### src/rtl/part_enc_pkg.sv
package part_enc_pkg;
  localparam int SYM_W_DEF  = 8;
  localparam int CNT_W_DEF  = 16;
  localparam int PACK_W_DEF = 8;

  typedef struct packed {
    logic vld;
    logic right;
  } cls_t;
endpackage

### src/rtl/part_classify.sv
module part_classify
  import part_enc_pkg::*;
#(
  parameter int SYM_W = SYM_W_DEF,
  localparam int NSYM = 1 << SYM_W
) (
  input  logic             clk_i,
  input  logic             rst_ni,
  input  logic             cfg_ld_i,
  input  logic [NSYM-1:0]  cfg_mask_i,
  input  logic             cfg_lleaf_i,
  input  logic             cfg_rleaf_i,
  input  logic             sym_vld_i,
  input  logic [SYM_W-1:0] sym_i,
  output cls_t             cls_o,
  output logic             lleaf_o,
  output logic             rleaf_o
);
  logic [NSYM-1:0] mask_q;

  always_ff @(posedge clk_i or negedge rst_ni) begin
    if (!rst_ni) begin
      mask_q  <= '0;
      lleaf_o <= 1'b0;
      rleaf_o <= 1'b0;
    end else if (cfg_ld_i) begin
      mask_q  <= cfg_mask_i;
      lleaf_o <= cfg_lleaf_i;
      rleaf_o <= cfg_rleaf_i;
    end
  end

  // a load cycle drops the symbol in flight
  always_comb begin
    cls_o.vld   = sym_vld_i && !cfg_ld_i;
    cls_o.right = mask_q[sym_i];
  end
endmodule

### src/rtl/part_bit_pack.sv
module part_bit_pack
  import part_enc_pkg::*;
#(
  parameter int PACK_W = PACK_W_DEF,
  localparam int FILL_W = $clog2(PACK_W)
) (
  input  logic              clk_i,
  input  logic              rst_ni,
  input  logic              clr_i,
  input  logic              bit_vld_i,
  input  logic              bit_i,
  input  logic              flush_i,
  output logic              byte_vld_o,
  output logic [PACK_W-1:0] byte_o
);
  logic [PACK_W-1:0] acc_q, acc_n;
  logic [FILL_W-1:0] fill_q, fill_n;
  logic              full, emit;

  always_comb begin
    acc_n  = acc_q;
    fill_n = fill_q;
    if (bit_vld_i) begin
      acc_n[fill_q] = bit_i;
      fill_n        = fill_q + FILL_W'(1);
    end
    full = bit_vld_i && (fill_q == FILL_W'(PACK_W - 1));
    emit = full || (flush_i && (bit_vld_i || fill_q != '0));
  end

  always_ff @(posedge clk_i or negedge rst_ni) begin
    if (!rst_ni) begin
      acc_q      <= '0;
      fill_q     <= '0;
      byte_vld_o <= 1'b0;
      byte_o     <= '0;
    end else if (clr_i) begin
      acc_q      <= '0;
      fill_q     <= '0;
      byte_vld_o <= 1'b0;
    end else begin
      byte_vld_o <= emit;
      if (emit) byte_o <= acc_n;
      acc_q  <= emit ? '0 : acc_n;
      fill_q <= emit ? '0 : fill_n;
    end
  end
endmodule

### src/rtl/part_route.sv
module part_route
  import part_enc_pkg::*;
#(
  parameter int SYM_W = SYM_W_DEF,
  parameter int CNT_W = CNT_W_DEF
) (
  input  logic             clk_i,
  input  logic             rst_ni,
  input  logic             clr_i,
  input  cls_t             cls_i,
  input  logic [SYM_W-1:0] sym_i,
  input  logic             lleaf_i,
  input  logic             rleaf_i,
  input  logic             end_i,
  output logic             lvld_o,
  output logic [SYM_W-1:0] lsym_o,
  output logic             rvld_o,
  output logic [SYM_W-1:0] rsym_o,
  output logic             done_o,
  output logic [CNT_W-1:0] lcnt_o,
  output logic [CNT_W-1:0] rcnt_o
);
  logic [CNT_W-1:0] lcnt_q, rcnt_q, lcnt_n, rcnt_n;
  logic             go_l, go_r;

  always_comb begin
    go_l   = cls_i.vld && !cls_i.right;
    go_r   = cls_i.vld &&  cls_i.right;
    lcnt_n = lcnt_q + {{(CNT_W-1){1'b0}}, go_l};
    rcnt_n = rcnt_q + {{(CNT_W-1){1'b0}}, go_r};
  end

  always_ff @(posedge clk_i or negedge rst_ni) begin
    if (!rst_ni) begin
      lvld_o <= 1'b0;
      rvld_o <= 1'b0;
      lsym_o <= '0;
      rsym_o <= '0;
      done_o <= 1'b0;
      lcnt_o <= '0;
      rcnt_o <= '0;
      lcnt_q <= '0;
      rcnt_q <= '0;
    end else if (clr_i) begin
      lvld_o <= 1'b0;
      rvld_o <= 1'b0;
      done_o <= 1'b0;
      lcnt_q <= '0;
      rcnt_q <= '0;
    end else begin
      lvld_o <= go_l && !lleaf_i;
      rvld_o <= go_r && !rleaf_i;
      if (go_l) lsym_o <= sym_i;
      if (go_r) rsym_o <= sym_i;
      done_o <= end_i;
      if (end_i) begin
        lcnt_o <= lcnt_n;
        rcnt_o <= rcnt_n;
        lcnt_q <= '0;
        rcnt_q <= '0;
      end else begin
        lcnt_q <= lcnt_n;
        rcnt_q <= rcnt_n;
      end
    end
  end
endmodule

### src/rtl/part_node_enc.sv
module part_node_enc
  import part_enc_pkg::*;
#(
  parameter int SYM_W  = SYM_W_DEF,
  parameter int CNT_W  = CNT_W_DEF,
  parameter int PACK_W = PACK_W_DEF,
  localparam int NSYM  = 1 << SYM_W
) (
  input  logic              clk_i,
  input  logic              rst_ni,
  input  logic              cfg_ld_i,
  input  logic [NSYM-1:0]   cfg_mask_i,
  input  logic              cfg_left_leaf_i,
  input  logic              cfg_right_leaf_i,
  input  logic              sym_valid_i,
  input  logic [SYM_W-1:0]  sym_i,
  input  logic              end_i,
  output logic              bits_valid_o,
  output logic [PACK_W-1:0] bits_o,
  output logic              left_valid_o,
  output logic [SYM_W-1:0]  left_sym_o,
  output logic              right_valid_o,
  output logic [SYM_W-1:0]  right_sym_o,
  output logic              done_o,
  output logic [CNT_W-1:0]  left_cnt_o,
  output logic [CNT_W-1:0]  right_cnt_o
);
  cls_t cls_w;
  logic lleaf_w, rleaf_w, flush_w;

  assign flush_w = end_i && !cfg_ld_i;

  part_classify #(.SYM_W(SYM_W)) u_cls (
    .clk_i      (clk_i),
    .rst_ni     (rst_ni),
    .cfg_ld_i   (cfg_ld_i),
    .cfg_mask_i (cfg_mask_i),
    .cfg_lleaf_i(cfg_left_leaf_i),
    .cfg_rleaf_i(cfg_right_leaf_i),
    .sym_vld_i  (sym_valid_i),
    .sym_i      (sym_i),
    .cls_o      (cls_w),
    .lleaf_o    (lleaf_w),
    .rleaf_o    (rleaf_w)
  );

  part_bit_pack #(.PACK_W(PACK_W)) u_pack (
    .clk_i     (clk_i),
    .rst_ni    (rst_ni),
    .clr_i     (cfg_ld_i),
    .bit_vld_i (cls_w.vld),
    .bit_i     (cls_w.right),
    .flush_i   (flush_w),
    .byte_vld_o(bits_valid_o),
    .byte_o    (bits_o)
  );

  part_route #(.SYM_W(SYM_W), .CNT_W(CNT_W)) u_route (
    .clk_i  (clk_i),
    .rst_ni (rst_ni),
    .clr_i  (cfg_ld_i),
    .cls_i  (cls_w),
    .sym_i  (sym_i),
    .lleaf_i(lleaf_w),
    .rleaf_i(rleaf_w),
    .end_i  (flush_w),
    .lvld_o (left_valid_o),
    .lsym_o (left_sym_o),
    .rvld_o (right_valid_o),
    .rsym_o (right_sym_o),
    .done_o (done_o),
    .lcnt_o (left_cnt_o),
    .rcnt_o (right_cnt_o)
  );
endmodule

### config.mk
export PLATFORM = sky130hd
export DESIGN_NAME = part_node_enc
export DESIGN_NICKNAME = d
export VERILOG_FILES = /design/src/rtl/part_enc_pkg.sv /design/src/rtl/part_classify.sv /design/src/rtl/part_bit_pack.sv /design/src/rtl/part_route.sv /design/src/rtl/part_node_enc.sv
export SDC_FILE = /design/constraint.sdc
export NUM_CORES = 1
export LEC_CHECK = 0
export BUFFER_PORTS_ARGS = -buffer_cell sky130_fd_sc_hd__buf_2
export CAP_MARGIN = 5
export CORE_MARGIN = 1.5
export CORE_UTILIZATION = 54
export CTS_CLUSTER_SIZE = 25
export DETAILED_ROUTE_END_ITERATION = 16
export PLACE_DENSITY_LB_ADDON = 0.2
export SETUP_SLACK_MARGIN = 0.1
export SLEW_MARGIN = 20
export SYNTH_ARGS = -nofsm -noshare
export SYNTH_HDL_FRONTEND = slang
export SYNTH_SLANG_ARGS = --single-unit
### constraint.sdc
create_clock -name clk_i -period 4.15 [get_ports clk_i]
set_input_delay 0 -clock clk_i [delete_from_list [all_inputs] [get_ports clk_i]]
set_output_delay 0 -clock clk_i [all_outputs]
set_load 0.01 [all_outputs]
==> results of run 1 <==
layer usage:
layer	share of wire, %	up-vias
li1	-	5442
met1	41	5994
met2	50	418
met3	5.5	93
met4	3.1	4
met5	0.045	-
sequential cells by signal, indices dropped and copies added (netlist names):
signal	flops
u_cls.mask_q	256
u_route.lcnt_o	16
u_route.lcnt_q	16
u_route.rcnt_o	16
u_route.rcnt_q	16
u_pack.acc_q	8
u_pack.byte_o	8
u_route.lsym_o	8
u_route.rsym_o	8
u_pack.fill_q	3
u_cls.lleaf_o	1
u_cls.rleaf_o	1
u_pack.byte_vld_o	1
u_route.done_o	1
u_route.lvld_o	1
u_route.rvld_o	1
cell usage in the layout, fill, tap and decap left out, types with 8 or more instances in the layout:
master | synthesis | routed
nand4_1 | 11 | 11
mux4_2 | 41 | 41
buf_4 | 5 | 13
diode_2 | 0 | 8
clkbuf_8 | 0 | 9
a31oi_1 | 15 | 15
dfrtp_1 | 361 | 361
xnor2_1 | 12 | 12
nor2b_1 | 12 | 12
nand3_1 | 18 | 18
nand2_1 | 62 | 62
clkbuf_16 | 0 | 41
inv_1 | 16 | 16
nor3_1 | 10 | 10
nor2_1 | 62 | 62
a211oi_1 | 12 | 12
a22oi_1 | 16 | 16
mux2i_1 | 42 | 42
o21ai_0 | 45 | 45
mux2_2 | 272 | 272
xor2_1 | 17 | 17
dlygate4sd3_1 | 0 | 265
clkbuf_1 | 52 | 11
buf_2 | 11 | 326
report_power, final:
group / switching [mW] / internal [mW]
Combinational: 0.587 / 0.777
Sequential: 0.205 / 3.84
Clock: 1.40 / 1.97
Total: 2.20 / 6.59
cell families after synthesis:
group,Yosys count,synth area share [%]
AO/OA/AOI/OAI,117,4.83
XOR/XNOR,29,1.58
adder cells (fa/ha/maj),7,0.544
buffers and inverters,89,2.52
flip-flops,361,56.1
multiplexers,368,28.5
AND/OR/NAND/NOR,206,5.95
worst paths after layout:
kind	endpoint	slack [ps]	depth (start not counted)
max in group asynchronous	u_cls.mask_q[13]$_DFFE_PN0P_	2970	3
min in group asynchronous	u_route.lcnt_o[11]$_DFFE_PN0P_	120	2
worst max register to register	u_route.lcnt_o[12]$_DFFE_PN0P_	440	13
worst min register to register	u_route.rvld_o$_DFF_PN0_	430	1
worst max-delay path	u_route.lcnt_o[12]$_DFFE_PN0P_	440	13
worst min-delay path	u_route.rsym_o[1]$_DFFE_PN0P_	60	3
through the flow:
stage	cell area, µm²	hold WS [ps]	power, mW	util [%]
after CTS	22000	37.0	8.79	74.6
after detailed placement	18100	114	5.23	61.4
after floorplan	16100	-296	4.74	-
after global routing	22000	39.2	9.12	74.8
final	22000	64.0	8.79	74.8
after global placement	18100	118	5.20	61.4
cell type report:
cell class	count	area, µm²	share of cell area [%]
Tap cell	390	488	2.21
Clock inverter	6	37.5	0.170
Inverter	16	60.1	0.272
Multi-Input combinational cell	727	6660	30.2
Clock buffer	61	1190	5.40
Timing Repair Buffer	613	4550	20.6
Antenna cell	8	20.0	0.0908
Sequential cell	361	9030	41.0
worst reg2reg max path, cell delays in order, from the launching register on:
cell       delay, ps
dfrtp_1          380
mux4_2           480
a22oi_1          190
a31oi_1          110
or4_4            560
a32oi_2          330
a2bb2oi_4        220
and2_4           180
ha_1             160
nand4_1          210
nor2_1           270
nand4_1          140
xor2_1           200
o21ai_0          130
what timing repair did:
item	4_1_cts	5_1_grt
buffers inserted	0	0
hold buffers	265	0
endpoints found under the hold margin	372	0
==> summary.md, run 1 <==
| Metric | Value |
|---|---|
| Outcome | completed |
| Die W | 176 µm |
| # placed instances | 1841 |
| Synth warn | 0 |
| WL/cell | 20.3 µm |
| Share of post-route cells with drive strength above 1 | 41.0% |
| Max-Cap Viols | 0 |
| Fin cells | 2182 |
| Worst Setup End Kind | register |
| Die area | 30900 µm² |
| Main synth FF type | dfrtp_1 |
| CTS tree | done |
| Setup violations, final | 0 |
| Drt drc | 0 |
| Vias in the first global route | 12800 |
| Synthesized instance count | 1177 |
| Crit. Startpoint | u_cls.mask_q[103]$_DFFE_PN0P_ |
| Starting density of the core | 54.6% |
| Total clock sinks | 361 |
| DRT Wirelength | 44200 µm |
| Largest net degree at the start of global routing | 110 |
| Hold path startpoint | sym_i[1] |
| F_max | 0.270 GHz |
| Grt peak-use layer | met2 |
| Fill count | 1884 |
| WP buf/inv | 0 |
| Post-synth design cell area | 16100 µm² |
| Top Family by Delay on Critical Path | simple AND/OR/NAND/NOR gates |
| Worst hold path type | in -> reg |
| Port-buffer cells | 330 |
| Initial antenna violation count | 10 |
| ANT nets after route | 0 |
| Post_cts resized | 0 |
| Fin crit period | 3710 ps |
| Critical path data arrival time | 4070 ps |
| CP Class | reg -> reg |
| Worst slew pin tran | 850 ps |
| Root Driver | clkbuf_16 |
| M1 GR Usage | 37.5% |
| Peak VDD IR | 0.252 mV |
| Yosys top cell by area | dfrtp_1 |
| HPWL after DPL | 27600 µm |
| Met3 Use GR | 5.71% |
| H-tree depth | 2 |
| Pleak | 9.90 nW |
| Most common cell in the netlist | dfrtp_1 |
| DR pass1 iterations | 4 |
| Synthesized Nets | 1455 |
| Setup WS pre-CTS | 265 ps |
| Post-synth top area share | 56.1% |
| CP required | 4510 ps |
| Avg Inst Size Synth | 13.7 µm² |
| First-pass GRT wire length | 69100 µm |
| Total gr overflow | 0 |
| Worst-path maximum fanout | 4 |
| Setup TNS | 0 ps |
| Final WS setup | 443 ps |
| Period utilization | 89.3% |
| Reg2reg start | u_cls.mask_q[103]$_DFFE_PN0P_ |
| Worst-path clk slew | 60 ps |
| Post-synthesis register bit count | 361 |
| Slowest cell delay on critical path | 560 ps |
| Final Max Slew Viols | 0 |
| Share of flip-flops with an asynchronous set or reset | 100% |
| Worst-path cell chain | mux4_2 -> a22oi_1 -> a31oi_1 -> or4_4 -> a32oi_2 -> a2bb2oi_4 -> and2_4 -> ha_1 -> nand4_1 -> nor2_1 -> nand4_1 -> xor2_1 -> o21ai_0 |
| Crit start category | register |
| Total CTS buffers | 40 |
| Post-synth top cells | dfrtp_1, mux2_2, nand2_1, nor2_1, clkbuf_1 |
| Post-synth EDFFs | 0 |
| Met2 GRT Util | 48.0% |
| Pwr dens | 399 nW/µm² |
| Gr usage total | 28.9% |
| Max_slew headroom | 43.3% |
| Synth unique cells | 51 |
| GP Congestion | 0.826 |
| Core ar. | 29500 µm² |
| Fin. Hold Viols | 0 |
| Worst-skew pair later-pin latency | 530 ps |
| Nets | 2037 |
| CP most frequent cell | nand4_1 |
| DR vias/cell | 5.48 |
| 1st-iter DRT viols | 767 |
| DIE HEIGHT | 176 µm |
| Worst clock skew | 13.7 ps |
| Sequential area share after synthesis | 56.1% |
| RSZ-0062 raised after global routing | false |
| Area contributors post-synth | dfrtp_1, mux2_2, mux4_2, mux2i_1, nand2_1 |
| Clock buffer depth | 3 |
| Worst path slowest cell | or4_4 |
| Detailed-route via count | 12000 |
| FP Rows | 63 |
| Synth-to-Final Area Change | 37.0% |
| I/O pin count | 331 |
Power figures use the tool's default switching activity.
==> run 2: changes to the inputs <==
==> constraint.sdc (replaced) <==
create_clock -name clk_i -period 4.4 [get_ports clk_i]
set_input_delay 0 -clock clk_i [delete_from_list [all_inputs] [get_ports clk_i]]
set_output_delay 0 -clock clk_i [all_outputs]
set_load 0.01 [all_outputs]
==> summary.md, run 2 (synthesis gave the netlist of run 1 again) <==
| Metric | Value |
|---|---|
| Total CTS buffers | 39 |
| Most flops, register | u_cls.mask_q |
| GP Congestion | 0.855 |
| Top sig layer | met5 |
| Post_cts resized | 0 |
| Pleak | 9.88 nW |
| R2R Setup Slk | 540 ps |
| Total gr overflow | 0 |
| CTS tree | done |
| Die area | 30900 µm² |
| Final Max Slew Viols | 0 |
| Pwr dens | 378 nW/µm² |
| Most frequent cells in the layout | dfrtp_1, buf_2, mux2_2, dlygate4sd3_1 |
| Initial antenna violation count | 9 |
| Crit start category | register |
| Hold path startpoint | sym_i[3] |
| Synth-to-Final Area Change | 36.8% |
| Most common cell after layout, fill and taps aside | dfrtp_1 |
| Setup violations, final | 0 |
| Outcome | completed |
| Met3 routed wirelength | 2510 µm |
| Max_slew headroom | 30.2% |
| I/O pin count | 331 |
| Worst Reg-to-Reg Cells | 13 |
| DRT Wirelength | 44500 µm |
| Share of post-route cells with drive strength above 1 | 40.9% |
| Die W | 176 µm |
| HPWL after DPL | 27600 µm |
| Worst hold path type | in -> reg |
| Worst-path maximum fanout | 11 |
| Fin crit period | 3860 ps |
| Fin. Hold Viols | 0 |
| Gr usage total | 29.3% |
| Met2 wire len | 21700 µm |
| Detailed-route via count | 12100 |
| Vias in the first global route | 13000 |
| Peak VDD IR | 0.317 mV |
| Worst Setup End Kind | register |
| Largest net degree at the start of global routing | 124 |
| WL/cell | 20.4 µm |
| Worst R2R End | u_route.lcnt_o[15]$_DFFE_PN0P_ |
| Setup TNS | 0 ps |
| Worst clock skew | 13.9 ps |
| RSZ-0062 raised after global routing | false |
| F_max | 0.259 GHz |
| H-tree depth | 2 |
| Clock buffer depth | 3 |
| WL met1 | 18300 µm |
| Worst-skew pair later-pin latency | 520 ps |
| Period utilization | 87.7% |
| DR pass1 iterations | 5 |
| Worst hold stages | 2 |
| Worst slew pin tran | 1050 ps |
| Largest register FFs | 256 |
| FP Rows | 63 |
| CP Class | reg -> reg |
| DIE HEIGHT | 176 µm |
| DR vias/cell | 5.54 |
| Drt drc | 0 |
| CP required | 4740 ps |
| Worst-path clk slew | 70 ps |
| Overall Power | 8.32 mW |
| Core ar. | 29500 µm² |
| Critical path data arrival time | 4200 ps |
| Starting density of the core | 54.6% |
| Root Driver | clkbuf_16 |
| 1st-iter DRT viols | 666 |
| Setup bufs post-CTS | 0 |
| Nets | 2035 |
| Hold EP | u_route.rsym_o[3]$_DFFE_PN0P_ |
| First-pass GRT wire length | 69800 µm |
| Port-buffer cells | 330 |
| ANT nets after route | 0 |
| Total clock sinks | 361 |
| Max-Cap Viols | 0 |
| Reg2reg start | u_cls.mask_q[103]$_DFFE_PN0P_ |
==> run 2: repair_timing <==
item,4_1_cts,5_1_grt
endpoints found under the setup margin,0,0
hold buffers,265,0
hold endpoints to repair,360,0
==> run 2: area by class of cell <==
| type | instances | area (µm²) |
|---|---|---|
| Sequential cell | 361 | 9030 |
| Fill cell | 1849 | 7460 |
| Multi-Input combinational cell | 727 | 6660 |
| Timing Repair Buffer | 612 | 4510 |
| Clock buffer | 62 | 1180 |
| Tap cell | 390 | 488 |
| Clock inverter | 7 | 66.3 |
| Inverter | 16 | 60.1 |
| Antenna cell | 9 | 22.5 |
==> run 2: per-stage QoR <==
| step | instance area [µm²] | util (%) | setup slack, ps | hold slack, ps | instances |
|---|---|---|---|---|---|
| floorplan | 16100 | - | 957 | -296 | 1177 |
| global placement | 18100 | 61.4 | 439 | 83.3 | 1841 |
| detailed placement | 18100 | 61.4 | 363 | 87.9 | 1841 |
| CTS | 22000 | 74.6 | 515 | 37.7 | 2175 |
| global route | 22000 | 74.7 | 244 | 54.6 | 2183 |
| finish | 22000 | 74.7 | 540 | 67.9 | 2184 |
==> run 2: worst max-delay path by stage <==
stage,startpoint,cells after the start,to,slack (ps)
2_1_floorplan,u_cls.mask_q[103]$_DFFE_PN0P_,14,u_route.lcnt_o[15]$_DFFE_PN0P_,960
3_5_place_dp,sym_i[2],15,u_route.lcnt_o[15]$_DFFE_PN0P_,360
5_1_grt,u_cls.mask_q[103]$_DFFE_PN0P_,13,u_route.lcnt_o[15]$_DFFE_PN0P_,240
4_1_cts,u_cls.mask_q[103]$_DFFE_PN0P_,13,u_route.lcnt_o[15]$_DFFE_PN0P_,520
3_3_place_gp,sym_i[2],15,u_route.lcnt_o[15]$_DFFE_PN0P_,440
6_report,u_cls.mask_q[103]$_DFFE_PN0P_,13,u_route.lcnt_o[15]$_DFFE_PN0P_,540
==> run 2: layer usage <==
| metal | global-route usage, % | vias up |
|---|---|---|
| met5 | 0 | - |
| met4 | 12.9 | 2 |
| met3 | 5.61 | 132 |
| met2 | 48.6 | 439 |
| met1 | 37.8 | 6063 |
| li1 | - | 5457 |
==> run 2: where the power goes <==
| group | leakage (nW) | switching [mW] | total [mW] | internal, mW |
|---|---|---|---|---|
| sequential | 4.40 | 0.189 | 3.81 | 3.63 |
| combinational | 4.86 | 0.567 | 1.30 | 0.730 |
| clock | 0.612 | 1.30 | 3.20 | 1.90 |
==> run 2: worst max-delay path, cell delays in order, from the launching register on <==
cell and delay (ps):
dfrtp_1 370, mux4_2 500, a22oi_1 200, a31oi_1 110
or4_4 560, a32oi_2 340, a2bb2oi_4 180, and2_4 300
ha_1 250, nand4_1 170, nor2_1 290, nand4_1 160
xor2_1 170, o21ai_0 90
==> run 3: changes to the inputs <==
--- a/config.mk
+++ b/config.mk
@@ -7,11 +7,14 @@
 export LEC_CHECK = 0
 export BUFFER_PORTS_ARGS = -buffer_cell sky130_fd_sc_hd__buf_2
 export CAP_MARGIN = 5
+export CELL_PAD_IN_SITES_DETAIL_PLACEMENT = 0
+export CELL_PAD_IN_SITES_GLOBAL_PLACEMENT = 1
+export CORE_ASPECT_RATIO = 2
 export CORE_MARGIN = 1.5
-export CORE_UTILIZATION = 54
+export CORE_UTILIZATION = 48
 export CTS_CLUSTER_SIZE = 25
 export DETAILED_ROUTE_END_ITERATION = 16
-export PLACE_DENSITY_LB_ADDON = 0.2
+export PLACE_DENSITY_LB_ADDON = 0.05
 export SETUP_SLACK_MARGIN = 0.1
 export SLEW_MARGIN = 20
 export SYNTH_ARGS = -nofsm -noshare
==> summary.md, run 3 (synthesis gave the netlist of run 1 again) <==
| Metric | Value |
|---|---|
| Worst clock skew | 16.4 ps |
| CTS tree | done |
| Hold EP | u_route.lsym_o[5]$_DFFE_PN0P_ |
| Worst Setup End Kind | register |
| Most frequent cells in the layout | dfrtp_1, buf_2, mux2_2, dlygate4sd3_1 |
| Pwr dens | 369 nW/µm² |
| DIE HEIGHT | 262 µm |
| Largest register FFs | 256 |
| Root Driver | clkbuf_16 |
| Max-Cap Viols | 0 |
| M1 GR Usage | 28.1% |
| R2R Setup Slk | 550 ps |
| WL/cell | 20.1 µm |
| Peak VDD IR | 0.396 mV |
| Fin crit period | 3850 ps |
| Period utilization | 87.5% |
| Most flops, register | u_cls.mask_q |
| Crit start category | register |
| Total CTS buffers | 34 |
| Fin. Hold Viols | 0 |
| CP Class | reg -> reg |
| Gr usage total | 26.1% |
| CP required | 4790 ps |
| Setup violations, final | 0 |
| Worst-skew pair later-pin latency | 530 ps |
| Reg2reg start | u_cls.mask_q[224]$_DFFE_PN0P_ |
| Die W | 132 µm |
| Setup TNS | 0 ps |
| Worst hold stages | 2 |
| Total clock sinks | 361 |
| RSZ-0062 raised after global routing | false |
| Core ar. | 32900 µm² |
| Sw power | 1.99 mW |
| Switch share | 24.6% |
| Flop pwr share | 46.9% |
| Outcome | completed |
| Register area | 9030 µm² |
| Final Max Slew Viols | 0 |
| Worst-path maximum fanout | 4 |
| Comb pwr share | 15.7% |
| Hold path startpoint | sym_i[5] |
| Met2 GRT Util | 49.8% |
| Nets | 2031 |
| Max_slew headroom | 30.5% |
| 1st-iter DRT viols | 478 |
| HPWL after DPL | 30300 µm |
| Port-buffer cells | 330 |
| Vias in the first global route | 13200 |
| Worst R2R End | u_route.lcnt_o[15]$_DFFE_PN0P_ |
| H-tree depth | 2 |
| Critical path data arrival time | 4240 ps |
| Starting density of the core | 48.9% |
| I/O pin count | 331 |
| Met3 Use GR | 3.80% |
| ANT nets after route | 0 |
| Worst Reg-to-Reg Cells | 14 |
| Clock network power share | 37.4% |
| DR pass1 iterations | 5 |
| DR vias/cell | 5.32 |
| Clock buffer depth | 3 |
| DRT Wirelength | 44400 µm |
| Worst-path clk slew | 60 ps |
| Fill count | 2485 |
| Worst slew pin tran | 1040 ps |
| Worst hold path type | in -> reg |
| Pleak | 9.83 nW |
| Initial antenna violation count | 6 |
| Share of post-route cells with drive strength above 1 | 41.0% |
| F_max | 0.260 GHz |
| Internal | 6.10 mW |
| Detailed-route via count | 11800 |
| Drt drc | 0 |
| Synth-to-Final Area Change | 36.3% |
| Largest net degree at the start of global routing | 133 |
| FP Rows | 94 |
| Grt peak-use layer | met2 |
| Die area | 34700 µm² |
| First-pass GRT wire length | 69900 µm |
| Most common cell after layout, fill and taps aside | dfrtp_1 |
| GP Congestion | 0.785 |
| Post_cts resized | 0 |
| Multi-input logic area | 6660 µm² |
| Total gr overflow | 0 |
| Overall Power | 8.10 mW |
==> run 3: cell count changes in the layout (fill, tap and decap cells not counted), moves of 2 or more <==
cell and change:
diode_2 -3, inv_6 +2, bufinv_16 +2, buf_4 +4
clkbuf_1 -5, buf_12 -2, clkbuf_16 -7
==> run 3: layer usage <==
metal  wire (µm)  vias to the layer above
li1            -                     5423
met4        1940                        0
met3        1720                      112
met1       16000                     5895
met2       24800                      349
met5           0                        -
==> run 3: area by class of cell <==
type	count	share of cell area (%)
Inverter	16	0.274
Clock buffer	50	4.52
Sequential cell	361	41.2
Timing Repair Buffer	613	20.5
Tap cell	432	2.46
Clock inverter	11	0.679
Multi-Input combinational cell	727	30.4
Antenna cell	6	0.0685
==> run 3: timing repair <==
item | 4_1_cts | 5_1_grt
buffers inserted | 0 | 0
hold endpoints to repair | 388 | 0
hold buffers | 264 | 0
==> run 3: critical path: stages, from the launching register on <==
cell and delay, ps:
dfrtp_1 370, nor2b_1 120, a2111oi_0 560, buf_4 210
nor4_1 50, or4_1 580, a32oi_2 310, a2bb2oi_4 180
and2_4 170, ha_1 200, nand4_1 210, nor2_1 310
nand4_1 160, xor2_1 190, o21ai_0 90
==> run 3: how the worst max path moves through the flow <==
stage                     cells past startpoint                           from                              to
final                                        14  u_cls.mask_q[224]$_DFFE_PN0P_  u_route.lcnt_o[15]$_DFFE_PN0P_
after global routing                         14  u_cls.mask_q[224]$_DFFE_PN0P_  u_route.lcnt_o[15]$_DFFE_PN0P_
after CTS                                    14  u_cls.mask_q[224]$_DFFE_PN0P_  u_route.lcnt_o[15]$_DFFE_PN0P_
after detailed placement                     15                       sym_i[2]  u_route.lcnt_o[15]$_DFFE_PN0P_
after global placement                       14                       sym_i[0]  u_route.lcnt_o[15]$_DFFE_PN0P_
after floorplan                              14  u_cls.mask_q[103]$_DFFE_PN0P_  u_route.lcnt_o[15]$_DFFE_PN0P_
==> run 3: power groups by stage <==
stage / clock network [mW] / logic [mW] / registers [mW]
6_report: 3.03 / 1.27 / 3.80
5_1_grt: 3.23 / 1.38 / 3.83
4_1_cts: 3.11 / 1.28 / 3.80
3_5_place_dp: 0 / 1.09 / 3.86
3_3_place_gp: 0 / 1.06 / 3.85
2_1_floorplan: 0 / 0.646 / 3.82
==> run 3: through the flow <==
step	hold WS [ps]	cells	instance area (µm²)	setup slack, ps	util (%)
after floorplan	-296	1177	16100	957	-
after global placement	174	1885	18100	457	55.1
after detailed placement	183	1885	18100	381	55.1
after CTS	73.6	2210	21900	518	66.6
after global routing	84.7	2216	21900	213	66.6
final	96.3	2216	21900	551	66.6
